File: src/rtl/irq_prio_pkg.sv
package irq_prio_pkg;
  localparam int unsigned REG_W        = 32;
  localparam int unsigned BYTES        = REG_W / 8;
  localparam int unsigned CODE_W       = 6;
  localparam int unsigned LVL_W        = 3;
  localparam int unsigned LVL_STRIDE   = 8;
  localparam int unsigned SRC_PER_LVL  = 4;
  localparam int unsigned WIN_STATUS   = 0;
  localparam int unsigned WIN_MASK     = 1;
  localparam int unsigned WIN_LVL_BASE = 4;

  localparam logic [CODE_W-1:0] CODE_CLEAR    = 6'd0;
  localparam logic [CODE_W-1:0] CODE_SRC_BASE = 6'd16;
  localparam logic [CODE_W-1:0] CODE_BYPASS   = 6'd32;

  typedef struct packed {
    logic              valid;
    logic [CODE_W-1:0] code;
  } irq_event_t;

  function automatic logic [REG_W-1:0] merge_bytes(
    input logic [REG_W-1:0] old_word,
    input logic [REG_W-1:0] new_word,
    input logic [BYTES-1:0] be
  );
    logic [REG_W-1:0] res;
    res = old_word;
    for (int b = 0; b < int'(BYTES); b++) begin
      if (be[b]) res[b*8 +: 8] = new_word[b*8 +: 8];
    end
    return res;
  endfunction
endpackage

File: src/rtl/irq_edge_sampler.sv
module irq_edge_sampler #(
  parameter int unsigned WIDTH = 17
) (
  input  logic             clk,
  input  logic             rst_n,
  input  logic [WIDTH-1:0] raw,
  output logic [WIDTH-1:0] rise,
  output logic [WIDTH-1:0] fall
);
  logic [WIDTH-1:0] cur_q;
  logic [WIDTH-1:0] old_q;

  for (genvar g = 0; g < WIDTH; g++) begin : g_bit
    always_ff @(posedge clk) begin
      if (!rst_n) begin
        cur_q[g] <= 1'b0;
        old_q[g] <= 1'b0;
      end else begin
        cur_q[g] <= raw[g];
        old_q[g] <= cur_q[g];
      end
    end
    assign rise[g] = cur_q[g] & ~old_q[g];
    assign fall[g] = ~cur_q[g] & old_q[g];
  end
endmodule

File: src/rtl/irq_prio_regs.sv
module irq_prio_regs
  import irq_prio_pkg::*;
#(
  parameter int unsigned NUM_SRC = 16,
  parameter int unsigned WORD_W  = 3
) (
  input  logic                                      clk,
  input  logic                                      rst_n,
  input  logic                                      bus_sel,
  input  logic                                      bus_we,
  input  logic [WORD_W-1:0]                         bus_word,
  input  logic [BYTES-1:0]                          bus_be,
  input  logic [REG_W-1:0]                          bus_wdata,
  output logic [REG_W-1:0]                          bus_rdata,
  input  logic [NUM_SRC-1:0]                        src_rise,
  output logic [REG_W-1:0]                          mask_q,
  output logic [NUM_SRC/SRC_PER_LVL-1:0][REG_W-1:0] lvl_q
);
  localparam int unsigned NUM_LVL = NUM_SRC / SRC_PER_LVL;
  localparam logic [REG_W-1:0] STATUS_RST = REG_W'({NUM_SRC{1'b1}});

  logic [REG_W-1:0] status_q;
  logic [REG_W-1:0] status_d;
  logic             wr_en;

  assign wr_en = bus_sel & bus_we;

  // Software write first, then edge clears override it
  always_comb begin
    status_d = status_q;
    if (wr_en && (int'(bus_word) == WIN_STATUS))
      status_d = merge_bytes(status_q, bus_wdata, bus_be);
    status_d[NUM_SRC-1:0] = status_d[NUM_SRC-1:0] & ~src_rise;
  end

  always_ff @(posedge clk) begin
    if (!rst_n) status_q <= STATUS_RST;
    else        status_q <= status_d;
  end

  always_ff @(posedge clk) begin
    if (!rst_n)
      mask_q <= '0;
    else if (wr_en && (int'(bus_word) == WIN_MASK))
      mask_q <= merge_bytes(mask_q, bus_wdata, bus_be);
  end

  for (genvar g = 0; g < NUM_LVL; g++) begin : g_lvl
    always_ff @(posedge clk) begin
      if (!rst_n)
        lvl_q[g] <= '0;
      else if (wr_en && (int'(bus_word) == WIN_LVL_BASE + g))
        lvl_q[g] <= merge_bytes(lvl_q[g], bus_wdata, bus_be);
    end
  end

  always_comb begin
    bus_rdata = '0;
    if (bus_sel) begin
      if (int'(bus_word) == WIN_STATUS) bus_rdata = status_q;
      if (int'(bus_word) == WIN_MASK)   bus_rdata = mask_q;
      for (int i = 0; i < int'(NUM_LVL); i++) begin
        if (int'(bus_word) == int'(WIN_LVL_BASE) + i) bus_rdata = lvl_q[i];
      end
    end
  end
endmodule

File: src/rtl/irq_prio_arbiter.sv
module irq_prio_arbiter
  import irq_prio_pkg::*;
#(
  parameter int unsigned NUM_SRC = 16
) (
  input  logic                                      clk,
  input  logic                                      rst_n,
  input  logic [NUM_SRC-1:0]                        src_rise,
  input  logic [NUM_SRC-1:0]                        src_fall,
  input  logic                                      byp_rise,
  input  logic                                      byp_fall,
  input  logic [REG_W-1:0]                          mask_q,
  input  logic [NUM_SRC/SRC_PER_LVL-1:0][REG_W-1:0] lvl_q,
  output logic                                      code_valid,
  output logic [CODE_W-1:0]                         code
);
  localparam int unsigned IDX_W = $clog2(NUM_SRC);

  logic [NUM_SRC-1:0] qual;
  logic [IDX_W-1:0]   first_idx;
  logic               any_qual;
  irq_event_t         ev_d;
  irq_event_t         ev_q;

  for (genvar g = 0; g < NUM_SRC; g++) begin : g_src
    logic [LVL_W-1:0] lvl_s;
    assign lvl_s   = lvl_q[g / SRC_PER_LVL][(g % SRC_PER_LVL) * LVL_STRIDE +: LVL_W];
    assign qual[g] = src_rise[g] && ({{(REG_W-LVL_W){1'b0}}, lvl_s} > mask_q);
  end

  always_comb begin
    first_idx = '0;
    any_qual  = 1'b0;
    for (int i = NUM_SRC - 1; i >= 0; i--) begin
      if (qual[i]) begin
        first_idx = IDX_W'(i);
        any_qual  = 1'b1;
      end
    end
  end

  always_comb begin
    ev_d.valid = 1'b0;
    ev_d.code  = CODE_CLEAR;
    if (byp_rise) begin
      ev_d.valid = 1'b1;
      ev_d.code  = CODE_BYPASS;
    end else if (any_qual) begin
      ev_d.valid = 1'b1;
      ev_d.code  = CODE_SRC_BASE + CODE_W'(first_idx);
    end else if (byp_fall || (|src_fall)) begin
      ev_d.valid = 1'b1;
      ev_d.code  = CODE_CLEAR;
    end
  end

  always_ff @(posedge clk) begin
    if (!rst_n) ev_q <= '0;
    else        ev_q <= ev_d;
  end

  assign code_valid = ev_q.valid;
  assign code       = ev_q.code;
endmodule

File: src/rtl/irq_prio_ctrl.sv
module irq_prio_ctrl
  import irq_prio_pkg::*;
#(
  parameter int unsigned NUM_SRC = 16,
  parameter int unsigned WORD_W  = 3
) (
  input  logic                clk,
  input  logic                rst_n,
  input  logic [NUM_SRC-1:0]  src_irq,
  input  logic                bypass_irq,
  input  logic                bus_sel,
  input  logic                bus_we,
  input  logic [WORD_W-1:0]   bus_word,
  input  logic [BYTES-1:0]    bus_be,
  input  logic [REG_W-1:0]    bus_wdata,
  output logic [REG_W-1:0]    bus_rdata,
  output logic                code_valid,
  output logic [CODE_W-1:0]   code
);
  localparam int unsigned NUM_IN  = NUM_SRC + 1;
  localparam int unsigned NUM_LVL = NUM_SRC / SRC_PER_LVL;

  logic [NUM_IN-1:0]              rise_all;
  logic [NUM_IN-1:0]              fall_all;
  logic [REG_W-1:0]               mask_q;
  logic [NUM_LVL-1:0][REG_W-1:0]  lvl_q;

  irq_edge_sampler #(.WIDTH(NUM_IN)) u_sampler (
    .clk   (clk),
    .rst_n (rst_n),
    .raw   ({bypass_irq, src_irq}),
    .rise  (rise_all),
    .fall  (fall_all)
  );

  irq_prio_regs #(.NUM_SRC(NUM_SRC), .WORD_W(WORD_W)) u_regs (
    .clk       (clk),
    .rst_n     (rst_n),
    .bus_sel   (bus_sel),
    .bus_we    (bus_we),
    .bus_word  (bus_word),
    .bus_be    (bus_be),
    .bus_wdata (bus_wdata),
    .bus_rdata (bus_rdata),
    .src_rise  (rise_all[NUM_SRC-1:0]),
    .mask_q    (mask_q),
    .lvl_q     (lvl_q)
  );

  irq_prio_arbiter #(.NUM_SRC(NUM_SRC)) u_arb (
    .clk        (clk),
    .rst_n      (rst_n),
    .src_rise   (rise_all[NUM_SRC-1:0]),
    .src_fall   (fall_all[NUM_SRC-1:0]),
    .byp_rise   (rise_all[NUM_SRC]),
    .byp_fall   (fall_all[NUM_SRC]),
    .mask_q     (mask_q),
    .lvl_q      (lvl_q),
    .code_valid (code_valid),
    .code       (code)
  );
endmodule

File: config.mk
export PLATFORM = sky130hd
export DESIGN_NAME = irq_prio_ctrl
export DESIGN_NICKNAME = d
export VERILOG_FILES = /design/src/rtl/irq_prio_pkg.sv /design/src/rtl/irq_edge_sampler.sv /design/src/rtl/irq_prio_regs.sv /design/src/rtl/irq_prio_arbiter.sv /design/src/rtl/irq_prio_ctrl.sv
export SDC_FILE = /design/constraint.sdc
export NUM_CORES = 1
export LEC_CHECK = 0
export ABC_AREA = 1
export ABC_CLOCK_PERIOD_IN_PS = 2600
export BUFFER_PORTS_ARGS = -buffer_cell sky130_fd_sc_hd__buf_2
export CAP_MARGIN = 10
export CELL_PAD_IN_SITES_DETAIL_PLACEMENT = 0
export CELL_PAD_IN_SITES_GLOBAL_PLACEMENT = 2
export CORE_UTILIZATION = 34
export DETAILED_ROUTE_END_ITERATION = 10
export PLACE_DENSITY_LB_ADDON = 0.1
export SETUP_SLACK_MARGIN = 0.1
export SLEW_MARGIN = 5
export SYNTH_ARGS = -nofsm -noshare
export SYNTH_HDL_FRONTEND = slang
export SYNTH_HIERARCHICAL = 1
export SYNTH_SLANG_ARGS = --single-unit
export TNS_END_PERCENT = 20
File: constraint.sdc
create_clock -name clk -period 2.6 [get_ports clk]
set_input_delay 0.52 -clock clk [delete_from_list [all_inputs] [get_ports clk]]
set_output_delay 0.52 -clock clk [all_outputs]
set_load 0.01 [all_outputs]
* After elaboration in Yosys (flattened, before gate mapping)
Cells that the tools add are included.
Word-level totals: register bits after elaboration 233, input bits 60, logic and storage cells 251
Cells by class: add/subtract/negate cells 1, $lt $le $gt $ge 16, equal/unequal tests 9, multiplexer cells 45, bitwise operators 72, reductions and logical operators 48
Operators by type and width (number):
- $gt A3 B32 Y1 | 16
- $mux W32 | 7
- $mux W4 | 16
- $reduce_and A2 Y1 | 22
- $and A1 B1 Y1 | 35
- $not A1 Y1 | 35
- $logic_and A1 B1 Y1 | 22
- $mux W7 | 3
- $eq A3 B3 Y1 const B | 6
- $and A16 B16 Y16 | 1
- $mux W1 | 16
- $mux W16 | 1
- $mux W8 | 2
- $not A16 Y16 | 1
- $reduce_or A16 Y1 | 1
- $add A5 B4 Y6 const A | 1
- $eq A3 B1 Y1 const B | 2
- $eq A3 B2 Y1 const B | 1
- $logic_not A3 Y1 | 1
- $reduce_or A2 Y1 | 1
- $logic_or A1 B1 Y1 | 1

* Depth between registers and ports, before layout
depth in word-level cells 22, gate-level depth with buffers 23, depth with buffers taken out 23

* Modules after synthesis
Netlist, hierarchy kept.
By module, submodules not included:
- irq_prio_regs | times used 1, cells an instance 1188, area each 8650.8 um2
- irq_prio_arbiter | times used 1, cells an instance 264, area each 1779.2 um2
- irq_edge_sampler | times used 1, cells an instance 174, area each 1236.2 um2

* Worst setup path after synthesis
Ideal clock, no wire load.
path type register to register, from register u_regs.mask_q[1], to register u_arb.ev_q (netlist bit u_arb/code[0]), setup time 0.127 ns, arrival 2.029 ns, setup slack 0.444 ns, stages on the path, launching flop included 15, path buffers 0, period minus slack after synthesis 2.156 ns, cell sequence dfxtp_1 -> inv_1 -> ha_1 -> inv_1 -> nor2_1 -> o21a_1 -> o2111ai_1 -> and2_4 -> nand3_1 -> nor2_1 -> nand2_2 -> nand3_2 -> clkinv_2 -> nand2_1 -> a21oi_2
On the way: longest elaborated chain between the ends 20
RTL lines:
- start, declared | RTL line irq_prio_regs.sv:16 | output logic [REG_W-1:0] mask_q,
- start signal, assigned | RTL line irq_prio_regs.sv:45 | mask_q <= merge_bytes(mask_q, bus_wdata, bus_be);
- $gt A3 B32 Y1 | RTL line irq_prio_arbiter.sv:28 | assign qual[g] = src_rise[g] && ({{(REG_W-LVL_W){1'b0}}, lvl_s} > mask_q);
- $logic_and A1 B1 Y1 | RTL line irq_prio_arbiter.sv:28
- $mux W4 (16 in a row) | RTL line irq_prio_arbiter.sv:35 | if (qual[i]) begin
- $add A5 B4 Y6 | RTL line irq_prio_arbiter.sv:50 | ev_d.code = CODE_SRC_BASE + CODE_W'(first_idx);
- $mux W7 * | RTL line irq_prio_arbiter.sv:48 | end else if (any_qual) begin
- end signal, assigned | RTL line irq_prio_arbiter.sv:59 | else ev_q <= ev_d;
- end, declared | RTL line irq_prio_arbiter.sv:23 | irq_event_t ev_q;
Every way passes the cells marked *; elsewhere a longest branch is shown, timed or not. A chain may end at the register's enable or synchronous reset.

* Worst setup path after layout
from input port bus_word[2], to output port bus_rdata[26]
On the way: longest elaborated chain between the ends 8
RTL lines:
- start, declared | RTL line irq_prio_ctrl.sv:13 | input logic [WORD_W-1:0] bus_word,
- $logic_not A3 Y1 | RTL line irq_prio_regs.sv:60 | if (int'(bus_word) == WIN_STATUS) bus_rdata = status_q;
- $mux W32 | RTL line irq_prio_regs.sv:60
- $mux W32 | RTL line irq_prio_regs.sv:61 | if (int'(bus_word) == WIN_MASK) bus_rdata = mask_q;
- $mux W32 (3 in a row) | RTL line irq_prio_regs.sv:63 | if (int'(bus_word) == int'(WIN_LVL_BASE) + i) bus_rdata = lvl_q[i];
- $mux W32 * | RTL line irq_prio_regs.sv:63
- $mux W32 * | RTL line irq_prio_regs.sv:59 | if (bus_sel) begin
- end, declared | RTL line irq_prio_ctrl.sv:16 | output logic [REG_W-1:0] bus_rdata,
Marked as above.

==> qor_table.md <==
| Item | This run | Unit |
|:---|:---|:---|
| Worst-margin pin slew | 559 | ps |
| Total inserted antenna cells | 0 | - |
| CP Capture Type | output pin | - |
| Final antenna-violating net count | 0 | - |
| RSZ-0062 raised after global routing | yes | - |
| Cell with the largest stage delay on the worst path | buf_4 | - |
| Share of post-route cells with drive strength above 1 | 15.0 | % |
| Antenna violations before repair | 0 | - |
| Startpoint type of the worst setup path | input port | - |
| Horiz. Die Dim | 187 | µm |
| Area of the core | 33600 | µm² |
| Proportion of synthesized flip-flops having asynchronous set or reset | 0 | % |
| Register area | 4670 | µm² |
| Setup TNS after final layout | 0 | ps |
| # port buffers | 98 | - |
| Area growth from synthesis to layout | 17.1 | % |
| Largest net degree at the start of global routing | 81 | - |
| Total congestion overflow after global routing | 0 | - |
| Area occupied by multi-input gates | 5840 | µm² |
| Reported max-cap violation count | 0 | - |
| Per-instance average area after synthesis | 7.17 | µm² |
| Leakage power | 6.19 | nW |
| Post-synthesis cell area | 11700 | µm² |
| Number of synthesis warnings | 6 | - |
| WS Path Type | input port to output pin | - |
| Register bit count reported by yosys | 233 | - |
| Average routed wire per standard cell | 18.9 | µm |
| Number of enable flip-flop cells after synthesis | 0 | - |
| TritonCTS clock tree | built | - |
| Filler cell count in the final layout | 3601 | - |
| Via count of the first global-routing pass | 10400 | - |
| Number of slew-limit violations in the final report | 0 | - |
| Root Driver | clkbuf_16 | - |
| Overall fraction of global-route tracks in use | 23.3 | % |
| Number of buffers created by CTS | 27 | - |
| Initial standard-cell utilization of the core | 34.7 | % |
| Chain of cells forming the critical path | buf_2 -> buf_4 -> nand3_4 -> buf_4 -> o21ai_0 -> a21oi_1 -> buf_2 | - |
| Final setup vio count | 0 | - |
| Wire length of the first global-routing pass | 62.8 | mm |
| DR vias/cell | 4.95 | - |
| Required time of the critical path | 2080 | ps |
| Count of standard-cell rows | 67 | - |
| Die span in y | 187 | µm |
| Weighted congestion at the end of routability-driven global placement | 0.816 | - |
| Fraction of the yosys area taken by sequential cells | 40.0 | % |
| Clock-pin transition on the worst setup and hold timing paths | 60 | ps |
| Instance count of the mapped netlist | 1626 | - |
| Most used flip-flop cell after synthesis | dfxtp_1 | - |
| Netlist cell types | 42 | - |
| Number of nets in the synthesized netlist | 1734 | - |
| Worst hold path class | input port to register | - |
| Sum of internal, switching and leakage power | 0.00816 | W |
| Maximum achievable frequency | 409 | MHz |
| Power density relative to cell area | 597 | nW/µm² |
| Remaining max-slew budget at the tightest pin | 62.6 | % |
| Number of sinks on the clock net | 233 | - |
| Arr. time, crit path | 1920 | ps |
| Final HPWL DP | 28.3 | mm |
| Number of buffers inserted for hold repair after clock tree synthesis | 0 | - |
| Tcrit/Tclk final | 94.0 | % |
| Time the final worst path needs with I/O delays and setup | 2440 | ps |
| Status | complete, no violations | - |
| Post-synthesis compound-gate area fraction | 19.6 | % |
| Total detailed-routing wirelength | 41.3 | mm |
| Endpoints failing hold | 0 | - |
| Synth Area in Simple Gates | 25.1 | % |
| Fraction of synthesized area in multiplexers | 0 | % |
| DRC violation count after routing | 0 | - |
| CTS H-tree depth | 1 | - |
| Worst vdd rail ir drop | 459 | µV |
| Iteration count of the initial detailed-routing pass | 4 | - |
| Adder and majority gate portion of the synthesized area | 5.15 | % |
| Worst-Skew Late Latency | 540 | ps |
| Max Fanout on Critical Path | 21 | - |
| Dominant combinational cell family by area after synthesis | simple AND/OR/NAND/NOR gates | - |
| Clock Skews | 15.8 | ps |
| Post-layout nets | 1834 | - |
| Largest stage delay, worst path | 360 | ps |
| Number of vias in the routed layout | 10800 | - |
| Total die area | 35100 | µm² |
| Post-synthesis xor/xnor area fraction | 0 | % |
| Max Buffers Root-to-Sink | 3 | - |
| I/O pin cnt | 99 | - |
| Initial drt markers | 650 | - |
## flip-flops by register name, indices dropped and copies added, names as in the netlist
name / flops
u_regs/status_q: 32
u_sampler/cur_q: 17
u_regs/lvl_q: 128
u_regs/mask_q: 32
u_sampler/old_q: 17
u_arb/code_valid: 1
u_arb/code: 6
## path summary, 6_finish.rpt
| kind | depth (start not counted) | end | from | slack (ps) |
|---|---|---|---|---|
| setup / recovery | 7 | bus_rdata[26] | bus_word[2] | 160 |
| hold / removal | 3 | u_sampler/cur_q[8] | src_irq[8] | 160 |
| setup reg to reg | 15 | u_arb/code[2] | u_regs/mask_q[1] | 260 |
| hold reg to reg | 2 | u_sampler/old_q[16] | u_sampler/cur_q[16] | 440 |
## per-stage QoR
step                hold slack (ps)  area (µm²)  util, %  setup WS, ps  cells
finish                          163       13700     40.7           156   2190
global route                    154       13700     40.7          78.5   2190
CTS                             138       13600     40.5           118   2190
detailed placement              431       12800     38.0          40.0   2143
global placement                426       12800     38.0          71.2   2143
floorplan                       421       11700        -           444   1626
## cell type report
cell class / count / share of cell area, %
clock inverter: 3 / 0.110
inverter: 199 / 5.62
tap: 448 / 4.10
timing repair buffer: 144 / 7.42
sequential: 233 / 34.1
clock buffer: 42 / 5.87
multi-input combinational: 1121 / 42.7
## layer usage
layer  vias to the layer above  part of all wire, %  GRT usage [%]
li1                       5515                    -              -
met1                      5010                   48           32.5
met2                       252                   45           37.9
met3                        64                  4.4           2.93
met4                         0                  2.5           6.15
met5                         -                    0              0
## placed cells by master (no fill, tap or decap), types with 9 or more instances in the layout
cell and n:
buf_2 97, o21ai_0 181, o211ai_1 22, nand2_1 242, ha_1 48, buf_4 33
o21ai_1 24, a21oi_1 161, nor2_4 11, inv_1 184, nand3_1 85, o21a_1 9
clkbuf_16 27, buf_12 14, dfxtp_1 232, nand2_2 10, nor2_1 266
## cells in the mapped netlist (all sizes together), types with 4 or more instances
cell | count | area [µm²]
nor2 | 288 | 1260
nand2 | 259 | 1070
dfxtp | 233 | 4660
o21ai | 209 | 1060
inv | 196 | 743
a21oi | 167 | 858
nand3 | 91 | 500
ha | 48 | 601
buf | 37 | 302
clkbuf | 36 | 135
o211ai | 22 | 165
o2111ai | 9 | 91.3
o21a | 9 | 67.6
and2 | 4 | 27.5
nand4 | 4 | 31.3
## worst max-delay path, delay by kind of cell
kind,cells,cell delay [ps]
AO/OA/AOI/OAI,2,460
buffers and inverters,4,870
AND/OR/NAND/NOR,1,60
## repair_timing
action	4_1_cts	5_1_grt
buffers inserted	2	0
pin swaps	0	1
gates cloned	0	0
gates resized for setup	2	9
setup endpoints to repair	4	12
## where the power goes
| group | switching [W] | leakage, nW | internal, W |
|---|---|---|---|
| Clock | 0.00151 | 0.404 | 0.00209 |
| Combinational | 0.000574 | 3.89 | 0.000281 |
| Sequential | 0.0000479 | 1.89 | 0.00365 |
| Total | 0.00214 | 6.19 | 0.00602 |
## cell families (layout without fill, tap and decap cells)
| family | Yosys count | in the layout |
|---|---|---|
| AOI/OAI and AO/OA | 421 | 421 |
| buffers and inverters | 272 | 388 |
| adders and majority gates | 48 | 48 |
| DFF | 233 | 233 |
| and+or+nand+nor | 652 | 652 |
Power figures use the tool's default switching activity.
